==> src/rtl/epp_pkg.sv <==
package epp_pkg;
  typedef enum logic [1:0] {ST_IDLE, ST_XFER, ST_DONE} epp_state_e;

  localparam logic [2:0] OFF_STS  = 3'd1;
  localparam logic [2:0] OFF_ADDR = 3'd3;
  localparam logic [2:0] OFF_DATA = 3'd4;

  // control bit positions decoded by the port logic
  localparam int CTL_DIR  = 5;
  localparam int CTL_SEL  = 3;
  localparam int CTL_INIT = 2;
  localparam int CTL_AFD  = 1;
  localparam int CTL_STB  = 0;

  localparam int STS_TMO  = 0;
endpackage

==> src/rtl/epp_mode_gate.sv <==
module epp_mode_gate
  import epp_pkg::*;
#(
  parameter int CTRL_W = 8
) (
  input  logic [CTRL_W-1:0] ctrl_i,
  output logic              wr_ok_o,
  output logic              rd_ok_o
);
  logic [4:0] sig;

  assign sig     = {ctrl_i[CTL_DIR], ctrl_i[CTL_SEL], ctrl_i[CTL_INIT],
                    ctrl_i[CTL_AFD], ctrl_i[CTL_STB]};
  assign wr_ok_o = (sig == 5'b0_0100);
  assign rd_ok_o = (sig == 5'b1_0100);
endmodule

==> src/rtl/epp_timeout_flag.sv <==
module epp_timeout_flag (
  input  logic clk_i,
  input  logic rst_ni,
  input  logic set_i,
  input  logic clr_i,
  output logic flag_o
);
  always_ff @(posedge clk_i or negedge rst_ni) begin
    if (!rst_ni)     flag_o <= 1'b0;
    else if (set_i)  flag_o <= 1'b1;
    else if (clr_i)  flag_o <= 1'b0;
  end

  assert_err_sets_R7: assert property (@(posedge clk_i) disable iff (!rst_ni)
    set_i |=> flag_o);
  assert_sticky_R7: assert property (@(posedge clk_i) disable iff (!rst_ni)
    flag_o && !clr_i |=> flag_o);
  assert_clear_R8: assert property (@(posedge clk_i) disable iff (!rst_ni)
    clr_i && !set_i |=> !flag_o);
endmodule

==> src/rtl/epp_byte_seq.sv <==
module epp_byte_seq
  import epp_pkg::*;
#(
  parameter int HOST_W = 32,
  parameter int BYTE_W = 8,
  localparam int NBYTES = HOST_W / BYTE_W,
  localparam int IDX_W  = $clog2(NBYTES)
) (
  input  logic              clk_i,
  input  logic              rst_ni,
  input  logic              start_xfer_i,
  input  logic              start_imm_i,
  input  logic              we_i,
  input  logic              addr_cyc_i,
  input  logic [IDX_W-1:0]  last_i,
  input  logic [HOST_W-1:0] wdata_i,
  input  logic [HOST_W-1:0] imm_rdata_i,
  input  logic [HOST_W-1:0] mask_i,
  output logic              busy_o,
  output logic              done_o,
  output logic [HOST_W-1:0] rdata_o,
  output logic              err_o,
  output logic              per_req_o,
  output logic              per_we_o,
  output logic              per_addr_o,
  output logic [BYTE_W-1:0] per_wdata_o,
  input  logic [BYTE_W-1:0] per_rdata_i,
  input  logic              per_done_i,
  input  logic              per_err_i
);
  epp_state_e        state_q;
  logic [IDX_W-1:0]  idx_q, last_q;
  logic              we_q, addr_q;
  logic [HOST_W-1:0] wdata_q, rdata_q, mask_q;

  always_ff @(posedge clk_i or negedge rst_ni) begin
    if (!rst_ni) begin
      state_q <= ST_IDLE;
      idx_q   <= '0;
      last_q  <= '0;
      we_q    <= 1'b0;
      addr_q  <= 1'b0;
      wdata_q <= '0;
      rdata_q <= '1;
      mask_q  <= '0;
    end else begin
      unique case (state_q)
        ST_IDLE: begin
          if (start_xfer_i) begin
            state_q <= ST_XFER;
            idx_q   <= '0;
            last_q  <= last_i;
            we_q    <= we_i;
            addr_q  <= addr_cyc_i;
            wdata_q <= wdata_i;
            rdata_q <= '1;
            mask_q  <= mask_i;
          end else if (start_imm_i) begin
            state_q <= ST_DONE;
            rdata_q <= imm_rdata_i;
            mask_q  <= mask_i;
          end
        end
        ST_XFER: begin
          if (per_err_i) begin
            state_q <= ST_DONE;
          end else if (per_done_i) begin
            if (!we_q) rdata_q[idx_q*BYTE_W +: BYTE_W] <= per_rdata_i;
            if (idx_q == last_q) state_q <= ST_DONE;
            else                 idx_q   <= idx_q + 1'b1;
          end
        end
        default: state_q <= ST_IDLE;
      endcase
    end
  end

  assign busy_o      = (state_q != ST_IDLE);
  assign done_o      = (state_q == ST_DONE);
  assign rdata_o     = rdata_q & mask_q;
  assign per_req_o   = (state_q == ST_XFER);
  assign per_we_o    = we_q;
  assign per_addr_o  = addr_q;
  assign per_wdata_o = wdata_q[idx_q*BYTE_W +: BYTE_W];
  assign err_o       = per_req_o && per_err_i;

  assert_req_hold_R11: assert property (@(posedge clk_i) disable iff (!rst_ni)
    per_req_o && !per_done_i && !per_err_i |=>
      per_req_o && $stable(per_wdata_o) && $stable(per_we_o) && $stable(per_addr_o));
  assert_done_pulse_R11: assert property (@(posedge clk_i) disable iff (!rst_ni)
    done_o |=> !done_o);
  assert_err_stop_R10: assert property (@(posedge clk_i) disable iff (!rst_ni)
    per_req_o && per_err_i |=> !per_req_o && done_o);
endmodule

==> src/rtl/epp_cycle_ctrl.sv <==
module epp_cycle_ctrl
  import epp_pkg::*;
#(
  parameter int HOST_W = 32,
  parameter int BYTE_W = 8,
  localparam int NBYTES = HOST_W / BYTE_W,
  localparam int IDX_W  = $clog2(NBYTES)
) (
  input  logic              clk_i,
  input  logic              rst_ni,
  input  logic              host_req_i,
  input  logic              host_we_i,
  input  logic [2:0]        host_off_i,
  input  logic [1:0]        host_size_i,
  input  logic [HOST_W-1:0] host_wdata_i,
  output logic              host_busy_o,
  output logic              host_done_o,
  output logic [HOST_W-1:0] host_rdata_o,
  input  logic [BYTE_W-1:0] ctrl_i,
  input  logic [BYTE_W-1:0] sts_pin_i,
  output logic [BYTE_W-1:0] sts_o,
  output logic              per_req_o,
  output logic              per_we_o,
  output logic              per_addr_o,
  output logic [BYTE_W-1:0] per_wdata_o,
  input  logic [BYTE_W-1:0] per_rdata_i,
  input  logic              per_done_i,
  input  logic              per_err_i
);
  logic wr_ok, rd_ok, gate_ok;
  logic acc, is_addr, is_data, is_sts;
  logic start_xfer, start_imm, clr, err, flag;
  logic [IDX_W-1:0]  last;
  logic [HOST_W-1:0] mask, imm_rdata;

  epp_mode_gate #(.CTRL_W(BYTE_W)) u_gate (
    .ctrl_i  (ctrl_i),
    .wr_ok_o (wr_ok),
    .rd_ok_o (rd_ok)
  );

  assign acc     = host_req_i && !host_busy_o;
  assign is_addr = (host_off_i == OFF_ADDR);
  assign is_data = (host_off_i == OFF_DATA);
  assign is_sts  = (host_off_i == OFF_STS);
  assign gate_ok = host_we_i ? wr_ok : rd_ok;

  assign start_xfer = acc && (is_addr || is_data) && gate_ok;
  assign start_imm  = acc && !start_xfer;
  assign clr        = acc && is_sts && host_we_i && host_wdata_i[STS_TMO];

  always_comb begin
    if (is_addr)                last = '0;
    else if (host_size_i == 2'd0) last = '0;
    else if (host_size_i == 2'd1) last = IDX_W'(1);
    else                        last = IDX_W'(NBYTES - 1);
  end

  // access-width mask for the read result
  always_comb begin
    for (int j = 0; j < NBYTES; j++)
      mask[j*BYTE_W +: BYTE_W] = (j <= int'(last)) ? {BYTE_W{1'b1}} : {BYTE_W{1'b0}};
  end

  assign sts_o     = {sts_pin_i[BYTE_W-1:1], flag};
  assign imm_rdata = (is_sts && !host_we_i) ? {{(HOST_W-BYTE_W){1'b0}}, sts_o} : '1;

  epp_byte_seq #(.HOST_W(HOST_W), .BYTE_W(BYTE_W)) u_seq (
    .clk_i        (clk_i),
    .rst_ni       (rst_ni),
    .start_xfer_i (start_xfer),
    .start_imm_i  (start_imm),
    .we_i         (host_we_i),
    .addr_cyc_i   (is_addr),
    .last_i       (last),
    .wdata_i      (host_wdata_i),
    .imm_rdata_i  (imm_rdata),
    .mask_i       (mask),
    .busy_o       (host_busy_o),
    .done_o       (host_done_o),
    .rdata_o      (host_rdata_o),
    .err_o        (err),
    .per_req_o    (per_req_o),
    .per_we_o     (per_we_o),
    .per_addr_o   (per_addr_o),
    .per_wdata_o  (per_wdata_o),
    .per_rdata_i  (per_rdata_i),
    .per_done_i   (per_done_i),
    .per_err_i    (per_err_i)
  );

  epp_timeout_flag u_tmo (
    .clk_i  (clk_i),
    .rst_ni (rst_ni),
    .set_i  (err),
    .clr_i  (clr),
    .flag_o (flag)
  );

  assert_wr_gate_R2: assert property (@(posedge clk_i) disable iff (!rst_ni)
    host_req_i && !host_busy_o && host_we_i && (is_addr || is_data) && !wr_ok
      |=> !per_req_o && host_done_o);
  assert_rd_gate_R3: assert property (@(posedge clk_i) disable iff (!rst_ni)
    host_req_i && !host_busy_o && !host_we_i && (is_addr || is_data) && !rd_ok
      |=> !per_req_o && host_done_o);
  assert_other_off_R13: assert property (@(posedge clk_i) disable iff (!rst_ni)
    host_req_i && !host_busy_o && !is_addr && !is_data |=> !per_req_o);
endmodule

==> config.mk <==
export PLATFORM = sky130hd
export DESIGN_NAME = epp_cycle_ctrl
export DESIGN_NICKNAME = d
export VERILOG_FILES = /design/src/rtl/epp_pkg.sv /design/src/rtl/epp_mode_gate.sv /design/src/rtl/epp_timeout_flag.sv /design/src/rtl/epp_byte_seq.sv /design/src/rtl/epp_cycle_ctrl.sv
export SDC_FILE = /design/constraint.sdc
export NUM_CORES = 1
export LEC_CHECK = 0
export ABC_AREA = 0
export BUFFER_PORTS_ARGS = -buffer_cell sky130_fd_sc_hd__buf_2
export CAP_MARGIN = 30
export CORE_MARGIN = 2
export CORE_UTILIZATION = 45
export DETAILED_ROUTE_END_ITERATION = 10
export PLACE_DENSITY = 0.72
export SYNTH_ARGS = -nofsm -noshare
export SYNTH_HDL_FRONTEND = slang
export SYNTH_SLANG_ARGS = --single-unit
==> constraint.sdc <==
create_clock -name clk_i -period 2.6 [get_ports clk_i]
set_input_delay 0.26 -clock clk_i [delete_from_list [all_inputs] [get_ports clk_i]]
set_output_delay 0.26 -clock clk_i [all_outputs]
set_load 0.01 [all_outputs]
* Word level (Yosys, flattened, before mapping)
Index checks and enable logic that the tools add are counted.
Storage, ports and cells: register bits after elaboration 105, input bits 67
Operators by class: add/subtract/negate cells 2, $lt $le $gt $ge 3, eq/ne operators 17, shift operators 3, multiplexer cells 30, bitwise gates (word level) 1, reductions and logical operators 24
Operators with widths (count):
- 2-to-1 mux 32 bit | 8
- case mux 32 bit (2 select lines) | 1
- negator 5 -> 34 bit | 1
- variable shift 8 x 34 -> 32 bit (first input constant) | 1
- variable part select 8 x 34 -> 32 bit | 1
- AND 32 bit | 1
- bitwise mux 32 bit | 1
- variable part select 32 x 6 -> 8 bit | 1
- 2-to-1 mux 2 bit | 12
- 2-to-1 mux 8 bit | 3
- != test 2 bit (second input constant) | 5
- AND reduction 5 bit | 2
- logical AND 1 bit | 9
- != test 3 bit (second input constant) | 3
- case mux 2 bit (2 select lines) | 2
- nonzero test 2 bit | 4
- equality test 5 x 3 -> 1 bit (second input constant) | 1
- equality test 5 bit (second input constant) | 1
- equality test 2 x 1 -> 1 bit (second input constant) | 2
- less-or-equal comparator 2 bit (first input constant) | 2
- zero test 2 bit | 2
- AND reduction 2 bit | 2
- equality test 3 x 1 -> 1 bit (second input constant) | 1
- equality test 3 x 2 -> 1 bit (second input constant) | 1
- 9 further kinds | 13

* Longest topological paths before layout
word-level depth 10, mapped depth 8

* Hierarchy
Synthesis repeated with hierarchy kept, for this count alone.
Unflattened totals: cell total of the unflattened synthesis 452, area total of the unflattened synthesis 5685.5 µm²
By module, submodules not included:
- epp_byte_seq | times used 1, cells an instance 411, area each 5357.6 µm², sequential area each 2642.5 µm²
- epp_cycle_ctrl | times used 1, cells an instance 35, area each 247.7 µm², sequential area each 0.0 µm²
- epp_mode_gate | times used 1, cells an instance 3, area each 43.8 µm², sequential area each 0.0 µm²
- epp_timeout_flag | times used 1, cells an instance 3, area each 36.3 µm², sequential area each 25.0 µm²

* Worst setup path before layout
Ideal clock, no wire load.
path kind register -> register, start register u_seq.idx_q[1], end register u_seq.rdata_q[24], data arrival time 2.019 ns, required time 2.524 ns, setup slack 0.506 ns, stages on the path, launching flop included 9, path buffers 2, clock period less this slack 2.094 ns, cells stage by stage dfrtp_1 -> clkbuf_1 -> inv_1 -> ha_1 -> nor3b_1 -> and4b_1 -> buf_1 -> nand2_1 -> a2bb2oi_1
On the way: longest elaborated chain between the ends 7
RTL lines:
- from (decl) | RTL line epp_byte_seq.sv:32 | logic [IDX_W-1:0] idx_q, last_q;
- from (signal assigned) | RTL line epp_byte_seq.sv:70 | else idx_q <= idx_q + 1'b1;
- negator 5 -> 34 bit (*) | RTL line epp_byte_seq.sv:68 | if (!we_q) rdata_q[idx_q*BYTE_W +: BYTE_W] <= per_rdata_i;
- variable part select 8 x 34 -> 32 bit or variable shift 8 x 34 -> 32 bit (tied branches) | RTL line epp_byte_seq.sv:68
- bitwise mux 32 bit (*) | RTL line epp_byte_seq.sv:68
- 2-to-1 mux 32 bit (*) | RTL line epp_byte_seq.sv:68
- 2-to-1 mux 32 bit (*) | RTL line epp_byte_seq.sv:67 | end else if (per_done_i) begin
- 2-to-1 mux 32 bit (*) | RTL line epp_byte_seq.sv:65 | if (per_err_i) begin
- case mux 32 bit (2 select lines) (*) | RTL line epp_byte_seq.sv:47 | unique case (state_q)
- to (signal assigned) | RTL line epp_byte_seq.sv:60 | rdata_q <= imm_rdata_i;
- to (signal, indexed assignment) | RTL line epp_byte_seq.sv:68
- to (decl) | RTL line epp_byte_seq.sv:34 | logic [HOST_W-1:0] wdata_q, rdata_q, mask_q;
Mark *: on every way between the ends. The rest lies on a longest branch, timed or not. The select of a mux whose other input is x is not followed. A chain may end at the register's enable or synchronous reset.

* Final worst setup path
start register u_seq.state_q[0], end register u_seq.rdata_q[28]
On the way: longest elaborated chain between the ends 9
RTL lines:
- from (decl) | RTL line epp_byte_seq.sv:31 | epp_state_e state_q;
- from (signal assigned) | RTL line epp_byte_seq.sv:38 | state_q <= ST_IDLE;
- from (signal assigned) | RTL line epp_byte_seq.sv:50 | state_q <= ST_XFER;
- from (signal assigned) | RTL line epp_byte_seq.sv:59 | state_q <= ST_DONE;
- nonzero test 2 bit | RTL line epp_byte_seq.sv:78 | assign busy_o = (state_q != ST_IDLE);
- zero test 1 bit | RTL line epp_cycle_ctrl.sv:42 | assign acc = host_req_i && !host_busy_o;
- logical AND 1 bit | RTL line epp_cycle_ctrl.sv:42
- logical AND 1 bit (2 in series) | RTL line epp_cycle_ctrl.sv:48 | assign start_xfer = acc && (is_addr || is_data) && gate_ok;
- zero test 1 bit | RTL line epp_cycle_ctrl.sv:49 | assign start_imm = acc && !start_xfer;
- logical AND 1 bit | RTL line epp_cycle_ctrl.sv:49
- != test 3 bit (no source line)
- AND reduction 5 bit (no source line)
Several ways; a longest one is shown, not always the timed one.

==> run_results.csv <==
group,metric,value,unit
run_status,status,"completed",
pwr,leakage,2.28,nW
routing,firstDrtPassIters,4,
routing,drtAntennaViolNets,0,
pwr,seqPwrFrac,0.479,
grt,grt_usage,0.211,
pwr,internal-power,2.08,mW
pwr,p_sw_frac,0.257,
routing,vias,3088,
floorplan,die_area,0.00911,sq mm
routing,vias_per_cell,5.17,
layout,area_growth,23.5,%
routing,wirelength,9.07,mm
grt,grt_pass1_vias,3035,
layout,final_area,0.00465,sq mm
grt,antenna_found_initial,0,
layout,nFillCells,749,
worst_setup_path,cp-end-kind,"flip-flop",
floorplan,core-area,0.00818,sq mm
worst_setup_path,cp.required,2.84,ns
clock_network,cts_resized,0,
layout,drive_above_1_share,0.376,
worst_setup_path,critPathSlowestCell,"nor3_1",
sta,fmax,481,MHz
logic_synthesis,ys_seq_area_frac,0.523,
worst_setup_path,crit_arrival,2.32,ns
logic_synthesis,synth_ff_type,"dfrtp_1",
layout,n_antenna_cell,0,
clock_network,cts_tree,"yes",
pwr,clock_power_share,0.345,
logic_synthesis,synth_edf_count,0,
floorplan,initial_core_util,0.460,
grt,grt_overflow,0,
sta,tns,0,ns
min_path,hp-class,"in2async",
layout,register_area,0.00197,sq mm
sta,skew,0.00564,ns
clock_network,post-cts-setup-buffers,0,
layout,nets,559,
sta,slew_viol_final,0,
sta,relSlewSlack,0.363,
worst_setup_path,cp_max_fo,9,
clock_network,clock-root-buffer,"clkbuf_8",
sta,hold_violations,0,
floorplan,rows,33,
logic_synthesis,syn-num-nets,446,
floorplan,die_w,95.4,microns
sta,rsz0062_at_grt,"no",
grt,grt_max_degree,78,
logic_synthesis,netlist_top_cells_area,"dfrtp_1 (30%), dfstp_2 (22%), nand2_1 (13%), a2bb2oi_1 (7.4%), and2_1 (5.3%)",
placed_design,dp.cells,581,
placed_design,hpwl,6.70,mm
layout,multi_input_area,0.00167,sq mm
logic_synthesis,netlist_area,0.00376,sq mm
logic_synthesis,async_flop_share,1.00,
placed_design,pre_cts_ws,0.550,ns
routing,drc,0,
clock_network,worstSkewPairLatency,0.34,ns
pwr,irDropWorstVdd,0.281,mV
sta,layout_setup_ws,0.521,ns
worst_setup_path,slowest_delay,0.77,ns
floorplan,die_h,95.4,microns
logic_synthesis,synth_top_area_share,0.299,
sta,setup_viol,0,
placed_design,gp_congestion,0.858,
clock_network,clkSlewWorstSetupHoldPaths,0.07,ns
sta,fin_crit,2.08,ns
worst_setup_path,crit_path_start_kind,"flip-flop",
logic_synthesis,synth_seq_cells,77,
worst_setup_path,crit_type,"reg2reg",
clock_network,cts.sinks,77,
pwr,switching_power,0.723,mW
logic_synthesis,yosysUniqueCellTypes,38,
sta,worstMarginPinSlew,0.956,ns
clock_network,cts_buffer_depth,2,
logic_synthesis,syn_area_per_cell,10.1,sq um
clock_network,cts_hold_buf,0,
pwr,power.density,604,mW/mm^2
layout,instances_no_fill,597,
logic_synthesis,synth.most_common_cell,"nand2_1",
logic_synthesis,synthCells,374,
routing,post_drt_wl_per_cell,15.2,microns
clock_network,numCtsBuffers,9,
logic_synthesis,ys_top_cells_by_count,"nand2_1 (134), dfrtp_1 (45), a2bb2oi_1 (32), and2_1 (32), dfstp_2 (32)",
grt,grt_pass1_wl,14.6,mm
placed_design,place_area,0.00443,sq mm
pwr,comb_power_share,0.175,
worst_setup_path,crit_chain,"nor4bb_1, o21bai_1, nor3_1, a2bb2oi_1",
flow_run,drv_cap,0,
clock_network,h-tree-depth,3,
logic_synthesis,synth.largest_area_cell,"dfrtp_1",
floorplan,io_pins,120,
sta,fin_crit_sh,0.800,
placed_design,port_buffers,115,
routing,drtIter0Drc,120,
logic_synthesis,yosysWarnings,0,
[worst paths after layout]
check                      cells past startpoint                             to                          start  slack [ns]
max                                            4  u_seq.rdata_q[28]$_DFFE_PN1P_   u_seq.state_q[0]$_DFFE_PN0P_        0.52
min                                            1    u_seq.mask_q[7]$_DFFE_PN0P_                         rst_ni        0.08
max reg2reg                                    4  u_seq.rdata_q[28]$_DFFE_PN1P_   u_seq.state_q[0]$_DFFE_PN0P_        0.52
min reg2reg                                    2  u_seq.wdata_q[18]$_DFFE_PN0P_  u_seq.wdata_q[18]$_DFFE_PN0P_        0.47
max in group asynchronous                      1   u_seq.per_addr_o$_DFFE_PN0P_                         rst_ni        1.92
min in group clk_i                             3  u_seq.wdata_q[29]$_DFFE_PN0P_               host_wdata_i[29]        0.11
[power groups by stage]
stage / sequential [mW] / clock [mW] / combinational [mW]
detailed placement: 1.37 / 0 / 0.502
finish: 1.35 / 0.970 / 0.492
global placement: 1.36 / 0 / 0.488
global route: 1.36 / 1.05 / 0.553
CTS: 1.34 / 0.997 / 0.503
floorplan: 1.35 / 0 / 0.294
[cell usage in the layout (no fill, tap or decap), types with 3 or more instances in the layout]
| master | instances |
|---|---|
| a22oi_1 | 8 |
| a2bb2oi_1 | 32 |
| and2_1 | 32 |
| buf_2 | 114 |
| buf_4 | 10 |
| clkbuf_8 | 11 |
| dfrtp_1 | 45 |
| dfstp_2 | 32 |
| ha_1 | 5 |
| inv_1 | 4 |
| mux4_2 | 8 |
| nand2_1 | 134 |
| nand2b_1 | 3 |
| nor2_1 | 9 |
| nor3_1 | 5 |
| o21ai_0 | 5 |
| xnor2_1 | 3 |
[layer usage]
metal  GRT usage  wire [microns]  part of all wire  vias up
li1            -               -                 -     1489
met4      0.0738             139             0.015        0
met1       0.272            3920              0.43     1452
met5           0               0                 0        -
met2       0.346            4230              0.47      133
met3      0.0545             774             0.085       14
[critical path, delay by kind of cell (launching register included)]
kind             cells  cell delay, ns
AND/OR/NAND/NOR      2            1.10
flip-flops           1            0.46
AO/OA/AOI/OAI        2            0.43
[final cells by class]
| cell class | count | area share |
|---|---|---|
| well taps | 105 | 0.0283 |
| clock inverters | 3 | 0.00862 |
| repair buffers | 124 | 0.139 |
| flip-flops and latches | 77 | 0.423 |
| clock buffers | 13 | 0.0388 |
| multi-input cells | 271 | 0.359 |
| inverters | 4 | 0.00323 |
[sequential cells by signal, indices dropped and copies added, names as in the netlist]
signal / flops
u_seq.mask_q: 4
u_seq.last_q: 2
u_seq.per_we_o: 1
u_seq.state_q: 2
u_tmo.flag_o: 1
u_seq.per_addr_o: 1
u_seq.rdata_q: 32
u_seq.wdata_q: 32
u_seq.idx_q: 2
[stage by stage]
step | power, mW | utilization | hold slack [ns]
2_1_floorplan | 1.64 | - | -0.0356
3_5_place_dp | 1.87 | 0.541 | 0.452
4_1_cts | 2.84 | 0.568 | 0.0970
6_report | 2.81 | 0.568 | 0.0812
5_1_grt | 2.96 | 0.568 | 0.0956
3_3_place_gp | 1.85 | 0.541 | 0.446
[kinds of logic after synthesis]
| kind of cell | share of synthesized area |
|---|---|
| flip-flops | 0.523 |
| multiplexers | 0.0539 |
| buffers and inverters | 0.0343 |
| XOR/XNOR | 0.00698 |
| adder cells (fa/ha/maj) | 0.0166 |
| AND/OR/NAND/NOR | 0.241 |
| AO/OA/AOI/OAI | 0.125 |
No activity file was read; power rests on OpenSTA's default activity.
